==> src/rtl/axi_thr_pkg.sv <==
package axi_thr_pkg;
  typedef enum logic {PH_ON = 1'b0, PH_OFF = 1'b1} phase_e;
endpackage

==> src/rtl/pend_tracker.sv <==
module pend_tracker #(
  parameter int PEND_MAX = 63,
  localparam int CNT_W = $clog2(PEND_MAX + 1)
) (
  input  logic             clk_i,
  input  logic             rst_ni,
  input  logic             issue_i,
  input  logic             retire_i,
  output logic [CNT_W-1:0] cnt_o
);
  logic [CNT_W-1:0] cnt_q;

  always_ff @(posedge clk_i or negedge rst_ni) begin
    if (!rst_ni) cnt_q <= '0;
    else begin
      case ({issue_i, retire_i})
        2'b10:   if (cnt_q != CNT_W'(PEND_MAX)) cnt_q <= cnt_q + 1'b1;
        2'b01:   if (cnt_q != '0) cnt_q <= cnt_q - 1'b1;
        default: cnt_q <= cnt_q;
      endcase
    end
  end

  assign cnt_o = cnt_q;
endmodule

==> src/rtl/pulse_gate.sv <==
module pulse_gate
  import axi_thr_pkg::*;
#(
  parameter int PH_W = 16
) (
  input  logic            clk_i,
  input  logic            rst_ni,
  input  logic [PH_W-1:0] on_len_i,
  input  logic [PH_W-1:0] off_len_i,
  output logic            open_o,
  output logic            period_end_o
);
  phase_e          ph_q;
  logic [PH_W-1:0] cnt_q;
  logic both_zero, on_done, off_done;

  always_comb begin
    both_zero    = (on_len_i == '0) && (off_len_i == '0);
    on_done      = (on_len_i == '0) || (cnt_q == PH_W'(on_len_i - 1'b1));
    off_done     = (off_len_i == '0) || (cnt_q == PH_W'(off_len_i - 1'b1));
    open_o       = both_zero || ((ph_q == PH_ON) && (on_len_i != '0));
    period_end_o = both_zero
                 || ((ph_q == PH_ON) && on_done && (off_len_i == '0))
                 || ((ph_q == PH_OFF) && off_done);
  end

  always_ff @(posedge clk_i or negedge rst_ni) begin
    if (!rst_ni) begin
      ph_q  <= PH_ON;
      cnt_q <= '0;
    end else if (both_zero) begin
      ph_q  <= PH_ON;
      cnt_q <= '0;
    end else if (ph_q == PH_ON) begin
      if (on_done) begin
        cnt_q <= '0;
        ph_q  <= (off_len_i == '0) ? PH_ON : PH_OFF;
      end else cnt_q <= cnt_q + 1'b1;
    end else begin
      if (off_done) begin
        cnt_q <= '0;
        ph_q  <= PH_ON;
      end else cnt_q <= cnt_q + 1'b1;
    end
  end
endmodule

==> src/rtl/word_budget.sv <==
module word_budget #(
  parameter int CAP_W = 16,
  parameter int WRD_W = 9,
  localparam int USE_W = CAP_W + 2,
  localparam int SUM_W = USE_W + 1
) (
  input  logic             clk_i,
  input  logic             rst_ni,
  input  logic             clear_i,
  input  logic             rd_fire_i,
  input  logic [WRD_W-1:0] rd_words_i,
  input  logic             wr_fire_i,
  input  logic [WRD_W-1:0] wr_words_i,
  output logic [USE_W-1:0] used_o
);
  logic [USE_W-1:0] used_q;
  logic [SUM_W-1:0] nxt;

  always_comb begin
    nxt = SUM_W'(used_q)
        + (rd_fire_i ? SUM_W'(rd_words_i) : '0)
        + (wr_fire_i ? SUM_W'(wr_words_i) : '0);
  end

  always_ff @(posedge clk_i or negedge rst_ni) begin
    if (!rst_ni)            used_q <= '0;
    else if (clear_i)       used_q <= '0;
    else if (nxt[SUM_W-1])  used_q <= '1;   // saturate
    else                    used_q <= nxt[USE_W-1:0];
  end

  assign used_o = used_q;
endmodule

==> src/rtl/axi_addr_throttle.sv <==
module axi_addr_throttle #(
  parameter int PEND_MAX = 63,
  parameter int LIM_W    = 6,
  parameter int PH_W     = 16,
  parameter int CAP_W    = 16,
  parameter int LEN_W    = 8
) (
  input  logic             clk_i,
  input  logic             rst_ni,
  input  logic [LIM_W-1:0] rd_limit_i,
  input  logic [LIM_W-1:0] wr_limit_i,
  input  logic [LIM_W-1:0] rw_limit_i,
  input  logic [PH_W-1:0]  on_len_i,
  input  logic [PH_W-1:0]  off_len_i,
  input  logic [CAP_W-1:0] word_cap_i,
  output logic [LIM_W-1:0] capacity_o,
  input  logic             s_arvalid_i,
  input  logic [LEN_W-1:0] s_arlen_i,
  output logic             s_arready_o,
  output logic             m_arvalid_o,
  input  logic             m_arready_i,
  input  logic             s_awvalid_i,
  input  logic [LEN_W-1:0] s_awlen_i,
  output logic             s_awready_o,
  output logic             m_awvalid_o,
  input  logic             m_awready_i,
  input  logic             r_valid_i,
  input  logic             r_ready_i,
  input  logic             r_last_i,
  input  logic             b_valid_i,
  input  logic             b_ready_i
);
  localparam int CNT_W = $clog2(PEND_MAX + 1);
  localparam int SUM_W = CNT_W + 1;
  localparam int WRD_W = LEN_W + 1;
  localparam int USE_W = CAP_W + 2;
  localparam int CMP_W = USE_W + 2;

  logic [CNT_W-1:0] rd_cnt, wr_cnt, rd_eff, wr_eff;
  logic [SUM_W-1:0] rw_sum, rw_eff;
  logic [USE_W-1:0] used;
  logic [WRD_W-1:0] rd_words, wr_words;
  logic gate_open, period_end;
  logic ar_hold_q, aw_hold_q;
  logic rd_ok, wr_ok, ar_fire, aw_fire, rd_done, wr_done;
  logic [CMP_W-1:0] rd_need, wr_need;

  pend_tracker #(.PEND_MAX(PEND_MAX)) u_rd_trk (
    .clk_i, .rst_ni, .issue_i(ar_fire), .retire_i(rd_done), .cnt_o(rd_cnt));
  pend_tracker #(.PEND_MAX(PEND_MAX)) u_wr_trk (
    .clk_i, .rst_ni, .issue_i(aw_fire), .retire_i(wr_done), .cnt_o(wr_cnt));

  pulse_gate #(.PH_W(PH_W)) u_gate (
    .clk_i, .rst_ni, .on_len_i, .off_len_i,
    .open_o(gate_open), .period_end_o(period_end));

  word_budget #(.CAP_W(CAP_W), .WRD_W(WRD_W)) u_budget (
    .clk_i, .rst_ni, .clear_i(period_end),
    .rd_fire_i(ar_fire), .rd_words_i(rd_words),
    .wr_fire_i(aw_fire), .wr_words_i(wr_words), .used_o(used));

  always_comb begin
    rd_eff   = (rd_limit_i == '0) ? CNT_W'(PEND_MAX) : CNT_W'(rd_limit_i);
    wr_eff   = (wr_limit_i == '0) ? CNT_W'(PEND_MAX) : CNT_W'(wr_limit_i);
    rw_eff   = (rw_limit_i == '0) ? SUM_W'(2 * PEND_MAX) : SUM_W'(rw_limit_i);
    rw_sum   = SUM_W'(rd_cnt) + SUM_W'(wr_cnt);
    rd_words = WRD_W'(s_arlen_i) + 1'b1;
    wr_words = WRD_W'(s_awlen_i) + 1'b1;

    rd_need = CMP_W'(used) + CMP_W'(rd_words);
    rd_ok   = gate_open && (rd_cnt < rd_eff) && (rw_sum < rw_eff)
           && ((word_cap_i == '0) || (rd_need <= CMP_W'(word_cap_i)));
    m_arvalid_o = s_arvalid_i && (rd_ok || ar_hold_q);
    s_arready_o = m_arvalid_o && m_arready_i;

    // a read presented this cycle reserves its slot and words first
    wr_need = CMP_W'(used) + CMP_W'(wr_words)
            + (m_arvalid_o ? CMP_W'(rd_words) : '0);
    wr_ok   = gate_open && (wr_cnt < wr_eff)
           && ((rw_sum + SUM_W'(m_arvalid_o)) < rw_eff)
           && ((word_cap_i == '0) || (wr_need <= CMP_W'(word_cap_i)));
    m_awvalid_o = s_awvalid_i && (wr_ok || aw_hold_q);
    s_awready_o = m_awvalid_o && m_awready_i;

    ar_fire = m_arvalid_o && m_arready_i;
    aw_fire = m_awvalid_o && m_awready_i;
    rd_done = r_valid_i && r_ready_i && r_last_i;
    wr_done = b_valid_i && b_ready_i;
  end

  always_ff @(posedge clk_i or negedge rst_ni) begin
    if (!rst_ni) begin
      ar_hold_q <= 1'b0;
      aw_hold_q <= 1'b0;
    end else begin
      ar_hold_q <= m_arvalid_o && !m_arready_i;
      aw_hold_q <= m_awvalid_o && !m_awready_i;
    end
  end

  assign capacity_o = LIM_W'(PEND_MAX);
endmodule

==> config.mk <==
export PLATFORM = sky130hd
export DESIGN_NAME = axi_addr_throttle
export DESIGN_NICKNAME = d
export VERILOG_FILES = /design/src/rtl/axi_thr_pkg.sv /design/src/rtl/pend_tracker.sv /design/src/rtl/pulse_gate.sv /design/src/rtl/word_budget.sv /design/src/rtl/axi_addr_throttle.sv
export SDC_FILE = /design/constraint.sdc
export NUM_CORES = 1
export LEC_CHECK = 0
export ABC_AREA = 1
export BUFFER_PORTS_ARGS = -buffer_cell sky130_fd_sc_hd__buf_2
export CAP_MARGIN = 20
export CORE_MARGIN = 2
export CORE_UTILIZATION = 55
export CTS_BUF_LIST = sky130_fd_sc_hd__clkbuf_8 sky130_fd_sc_hd__clkbuf_16
export DETAILED_ROUTE_END_ITERATION = 8
export GPL_TIMING_DRIVEN = 0
export PLACE_DENSITY = 0.85
export RECOVER_POWER = 50
export SKIP_LAST_GASP = 1
export SYNTH_ARGS = -nofsm -noshare
export SYNTH_HDL_FRONTEND = slang
export SYNTH_SLANG_ARGS = --single-unit
==> constraint.sdc <==
create_clock -name clk_i -period 15.65 [get_ports clk_i]
set_input_delay 0.7825 -clock clk_i [delete_from_list [all_inputs] [get_ports clk_i]]
set_output_delay 0.7825 -clock clk_i [all_outputs]
set_load 0.02 [all_outputs]
==> metrics, run 1 <==
Worst-path clk slew 70 ps; Starting Density 55.8%; hold buffers post-CTS 0; sw frac 49.5%; clk_skew 4.50 ps; CTS buffer count 5; # port buffers 96; CTS root buf clkbuf_16; Fillers 1395; crit-path max FO 8; R2R depth 65; flop2flop setup slack 6100 ps; Layout area overhead 10.7%; reg-to-reg endpoint u_budget.used_o[15]; Final Max Slew Viols 40; PostCTS Resize Cnt 0; setup TNS 0 ps; Main synth FF type dfrtp_1; async set or reset register ratio after synthesis 100%; worst r2r src u_budget.used_o[0]; RSZ-0062 raised after global routing false; post-layout net count 1594; Max clock buf depth 2; largest net degree at the start of global routing 40; min Tclk post-route 10190 ps; setup violators final 0; CTS sink count 49; DIE AREA 16300 um2; Max-slew headroom -48.6%; Combinational Power Share 68.2%; static leakage 5.29 nW; Psw 0.535 mW; ANT cells 0; DR vias/cell 5.26; Flop pwr share 19.8%; syn_area_per_cell 6.67 um2; Total GRT Usage 24.9%; Pre-Repair DR Iteration Count 6; failing checks max-capacitance violations, max-slew violations; initial drt markers 531; post-layout util 61.8%; slowest stage cell, crit path fa_1; worst slew pin tran 2230 ps; clock insertion delay at the later pin of the skew report 300 ps; CTS tree built; period utilization 65.1%; die height 128 um; final-report hold violation count 0; num ports 103; total vias in the final route 8212; crit-path max cell delay 520 ps; DP HPWL 17.0 mm; Chip Width 128 um; worst path arrival time 10380 ps; Crit path required time 15840 ps; share of cells above drive strength 1 11.6%; first-pass GRT wire length 34.0 mm; crit path capture type register; Synth Register Bits 49; total gr overflow 0; initial antenna violation count 0; drt wl/cell 12.9 um; GPL Wtd Cong 0.926; Internal 0.546 mW; Setup Buffers After CTS 0; htree depth 2; startpoint type of the worst setup path input pin; EDFF count, synth 0; most frequent CP cell nand2_1; number of max-cap violations 1; worst hold slack 494 ps; row cnt 45; Syn Inst Count 1262; number of distinct library cells after synthesis 47; HP Class in2async; Power Density 116 nW/um2; CORE AREA 15100 um2; Clk pwr share 12.0%; Peak VDD IR 0.0652 mV; vias in the first global route 7901; post-synthesis sequential area ratio 14.6%; drt drc 0; Netlist Area Pre-Place 8420 um2; crit path kind in2reg; FMAX 98.1 MHz; Total Wirelength 20.1 mm; antenna-violating nets left 0; Syn. warnings 0; status finished, violations left
==> routing by layer <==
metal	part of all wire [%]	global-route usage (%)	wire length (um)
met1	43	30.3	8680
met2	50	46.5	9990
met3	4.6	2.55	915
met4	2.4	7.05	474
met5	0	0	0
==> state kept, by name, indices dropped and copies added, names as in the netlist <==
signal           cells
u_budget.used_o     18
u_gate.cnt_q        16
u_rd_trk.cnt_o       6
u_wr_trk.cnt_o       6
ar_hold_q            1
aw_hold_q            1
u_gate.ph_q          1
==> power groups by stage <==
| stage | combinational [mW] | sequential, mW | clock [mW] |
|---|---|---|---|
| after floorplan | 0.578 | 0.197 | 0 |
| after global placement | 0.693 | 0.213 | 0 |
| after detailed placement | 0.732 | 0.216 | 0 |
| after CTS | 0.740 | 0.213 | 0.133 |
| after global routing | 0.851 | 0.219 | 0.137 |
| final | 0.738 | 0.214 | 0.130 |
==> cell type report <==
type                            instances  area (um2)  share of cell area, %
Multi-Input combinational cell        960        6180                   66.3
Sequential cell                        49        1230                   13.1
Inverter                              234         882                   9.46
Timing Repair Buffer                   97         483                   5.18
Tap cell                              188         235                   2.52
Buffer                                 24         146                   1.57
Clock buffer                            5         125                   1.34
Clock inverter                          3        47.5                  0.510
==> synthesized netlist by cell type, drive strengths merged (5+ instances only) <==
cell,n,area (um2)
a21oi,60,300
a31oi,5,31.3
buf,13,97.6
clkbuf,11,48.8
dfrtp,49,1230
fa,24,480
ha,106,1330
inv,233,877
nand2,280,1080
nand3,68,393
nand3b,8,60.1
nand4,35,219
nor2,141,562
nor3,17,118
nor4,8,50.1
o21ai,51,255
or2,9,61.3
xnor2,35,307
xor2,84,736
==> cell families after synthesis <==
family                     share of synthesized area [%]
muxes                                              0.119
adders and majority gates                           21.4
AOI/OAI and AO/OA                                   8.73
other                                             0.0445
xor gates and xnor gates                            12.6
buffers and inverters                               12.2
DFF                                                 14.6
and+or+nand+nor                                     30.2
==> cells in the final DEF, fill, tap and decap left out, types with 3 or more instances in the layout <==
| master | synthesis | final |
|---|---|---|
| nand2_1 | 273 | 274 |
| inv_1 | 232 | 232 |
| nor2_1 | 128 | 129 |
| ha_1 | 106 | 106 |
| buf_2 | 5 | 100 |
| xor2_1 | 84 | 84 |
| nand3_1 | 62 | 62 |
| a21oi_1 | 60 | 60 |
| o21ai_0 | 50 | 50 |
| dfrtp_1 | 49 | 49 |
| nand4_1 | 35 | 35 |
| xnor2_1 | 35 | 35 |
| fa_1 | 24 | 24 |
| nor3_1 | 13 | 13 |
| nor2_2 | 13 | 12 |
| nor4_1 | 8 | 8 |
| nand3b_1 | 8 | 8 |
| buf_4 | 7 | 7 |
| clkbuf_1 | 5 | 7 |
| clkbuf_2 | 6 | 6 |
| conb_1 | 1 | 6 |
| a31oi_1 | 5 | 5 |
| clkbuf_16 | 0 | 5 |
| a21o_1 | 4 | 4 |
| o211ai_1 | 4 | 4 |
| nand2_2 | 5 | 4 |
| or2_2 | 4 | 4 |
| a211oi_1 | 3 | 3 |
| or2_1 | 3 | 3 |
| nand3_2 | 3 | 3 |
| o22ai_1 | 3 | 3 |
| nand3_4 | 3 | 3 |
==> critical path, delay by kind of cell <==
kind | cells | cell delay [ps]
adders and majority gates | 9 | 3260
xor gates and xnor gates | 3 | 530
AOI/OAI and AO/OA | 5 | 850
and+or+nand+nor | 43 | 4220
buffers and inverters | 9 | 740
==> per-stage QoR <==
stage / area, um2 / worst slack, ps / cells / power (mW)
5_1_grt: 9330 / 4470 / 1560 / 1.21
4_1_cts: 9350 / 5510 / 1560 / 1.09
6_report: 9330 / 5460 / 1560 / 1.08
3_5_place_dp: 9180 / 5220 / 1552 / 0.948
3_3_place_gp: 9160 / 5400 / 1551 / 0.906
2_1_floorplan: 8440 / 6790 / 1267 / 0.774
==> how the worst max path moves through the flow <==
| stage | startpoint | end | slack, ps |
|---|---|---|---|
| after floorplan | s_arlen_i[0] | u_budget.used_o[15] | 6790 |
| after global placement | s_arlen_i[0] | u_budget.used_o[15] | 5400 |
| after detailed placement | s_arlen_i[0] | u_budget.used_o[15] | 5220 |
| after CTS | s_arlen_i[0] | u_budget.used_o[15] | 5510 |
| after global routing | s_arlen_i[0] | u_budget.used_o[15] | 4470 |
| final | s_arlen_i[0] | u_budget.used_o[15] | 5460 |
Note: power is estimated with default switching activity, not from simulation.
==> run 2, diff against run 1 <==
--- a/config.mk
+++ b/config.mk
@@ -13,7 +13,7 @@
 export CTS_BUF_LIST = sky130_fd_sc_hd__clkbuf_8 sky130_fd_sc_hd__clkbuf_16
 export DETAILED_ROUTE_END_ITERATION = 8
 export GPL_TIMING_DRIVEN = 0
-export PLACE_DENSITY = 0.85
+export PLACE_DENSITY = 0.88
 export RECOVER_POWER = 50
 export SKIP_LAST_GASP = 1
 export SYNTH_ARGS = -nofsm -noshare
==> constraint.sdc (replaced) <==
create_clock -name clk_i -period 8.5 [get_ports clk_i]
set_input_delay 0.425 -clock clk_i [delete_from_list [all_inputs] [get_ports clk_i]]
set_output_delay 0.425 -clock clk_i [all_outputs]
set_load 0.02 [all_outputs]
==> run 2 against run 1 <==
Against the previous run: the run ends with max-capacitance violations, max-slew violations, negative setup slack left; die area did not move; hold slack got worse by 320 ps; sequential power grew 90%; final cell count is 3.1% higher; utilization up 7.6 points; non-clock buffer count up 48; first-iteration DRC count grew 50%; largest cell class unchanged.
==> metrics, run 2 (same netlist as run 1, synthesis figures left out) <==
status finished, violations left; failing checks max-capacitance violations, max-slew violations, negative setup slack; initial drt markers 796 (+50%); setup TNS -11390 ps (-11390 ps); first-pass GRT wire length 36.4 mm (+7.2%); CTS tree built; Max-slew headroom -42.7% (+5.9 points); share of cells above drive strength 1 23.8% (+12 points); Clk pwr share 8.7% (-3.3 points); setup ws final -660 ps (-6120 ps); GPL Wtd Cong 0.915 (-1.2%); Internal 1.14 mW (+110%); crit path capture type register; crit path kind in2reg; FMAX 109 MHz; row cnt 45 (unchanged); Layout area overhead 24.4%; pre-CTS WS -1550 ps (-6770 ps); CTS sink count 49 (unchanged); most frequent cells in the layout nand2_1, inv_1, nor2_1, buf_2, xor2_1; vias in the first global route 8403 (+6.4%); setup violators final 21 (+21); CTS root buf clkbuf_16; startpoint type of the worst setup path input pin; clk_skew 7.88 ps (+3.38 ps); Total Wirelength 25.7 mm (+28%); RSZ-0062 raised after global routing true; static leakage 5.60 nW (+5.8%); # port buffers 96 (unchanged); HP Class in2async; initial antenna violation count 0 (unchanged); min Tclk post-route 9160 ps; period utilization 108%; Peak VDD IR 0.135 mV (+110%); Worst-path clk slew 70 ps (about the same); drt drc 0 (unchanged); sw frac 50.4% (+0.93 points); most common cell after layout, fill and taps aside nand2_1; CORE AREA 15100 um2 (unchanged); Multi-input gate area 6920 um2 (+12%); Max clock buf depth 2 (unchanged); num ports 103 (unchanged); worst slew pin tran 2140 ps (-88.7 ps); Power Density 220 nW/um2 (+90%); drt wl/cell 16.0 um (+24%); slowest stage cell, crit path fa_1; post-layout net count 1642 (+3.0%); DR vias/cell 5.74 (+9.1%); die height 128 um (unchanged); Pwr Total 2.30 mW (+110%); final-report hold violation count 0 (unchanged); Pre-Repair DR Iteration Count 8 (+2); largest net degree at the start of global routing 39 (-2.5%); crit-path max FO 8 (unchanged); CTS buffer count 5 (unchanged); total gr overflow 0 (unchanged); Final Max Slew Viols 39 (-2.5%); R2R depth 61 (-6.2%); max reg flops 18 (unchanged); worst path arrival time 9340 ps (-1040 ps); DIE AREA 16300 um2 (unchanged); Combinational Power Share 73.6% (+5.4 points); htree depth 2 (unchanged); Fillers 1178 (-16%); most frequent CP cell nand2_1; register area 1230 um2 (unchanged); Starting Density 55.8% (unchanged); Crit path required time 8680 ps (-7160 ps); post-layout util 69.4% (+7.6 points); clock insertion delay at the later pin of the skew report 290 ps (about the same); Flop pwr share 17.7% (-2.1 points); Psw 1.16 mW (+120%); Chip Width 128 um (unchanged); DP HPWL 16.7 mm (-1.7%); total vias in the final route 9242 (+13%); crit-path max cell delay 530 ps (about the same); number of max-cap violations 1 (unchanged); antenna-violating nets left 0 (unchanged); Total GRT Usage 26.9% (+2.0 points)
-- run 2: cell count changes in the layout (fill, tap and decap cells not counted), sizes merged --
cell      before  now
buf          108  156
clkinv         1    3
bufinv         1    0
clkinvlp       0    1
diode          0    1
inv          235  233
-- run 2: area by class of cell --
class | instances | share of cell area [%]
Multi-Input combinational cell | 960 | 66.1
Sequential cell | 49 | 11.7
Inverter | 234 | 8.59
Timing Repair Buffer | 145 | 8.51
Tap cell | 188 | 2.24
Buffer | 24 | 1.46
Clock buffer | 5 | 1.19
Clock inverter | 3 | 0.203
Antenna cell | 1 | 0.0239
-- run 2: final timing paths --
kind                                     from             endpoint  slack [ps]
setup reg to reg           u_budget.used_o[0]   u_budget.used_o[0]        -400
hold / removal                         rst_ni   u_budget.used_o[3]         170
hold reg to reg             u_rd_trk.cnt_o[5]    u_rd_trk.cnt_o[5]         600
max in group asynchronous              rst_ni  u_budget.used_o[14]        5880
min in group clk_i                m_arready_i            ar_hold_q         430
setup / recovery                 s_arlen_i[0]   u_budget.used_o[0]        -660
-- run 2: power groups by stage --
stage	Combinational, mW	Clock, mW	Sequential (mW)
final	1.69	0.201	0.407
after global routing	1.88	0.218	0.414
after CTS	1.49	0.206	0.394
after detailed placement	1.34	0	0.396
after global placement	1.28	0	0.394
after floorplan	1.07	0	0.363
-- run 2: routing by layer --
layer / global-route usage [%] / wire length, um / vias up
met5: 0 / 0 / -
met4: 10.0 / 1600 / 0
met3: 2.75 / 1840 / 197
met2: 50.3 / 12500 / 510
met1: 31.7 / 9710 / 4212
li1: - / - / 4323
-- run 2: repair_timing --
item                       CTS  global route
pin swaps                   69            67
buffers inserted            26            21
cloned                       0             1
hold buffers                 0             0
setup endpoints to repair   24            25
resized for setup           99            90
-- run 2: per-stage QoR --
step                instance area (um2)  std cells  hold slack, ps
floorplan                          8450       1267             129
global placement                   9170       1551             565
detailed placement                 9190       1552             346
CTS                                9970       1586            35.6
global route                      10500       1608             216
finish                            10500       1609             169
-- run 2: critical path, delay by kind of cell --
kind,cells,cell delay [ps]
buffers and inverters,7,650
AO/OA/AOI/OAI,4,590
AND/OR/NAND/NOR,40,4290
adder cells (fa/ha/maj),8,2680
XOR/XNOR,3,650
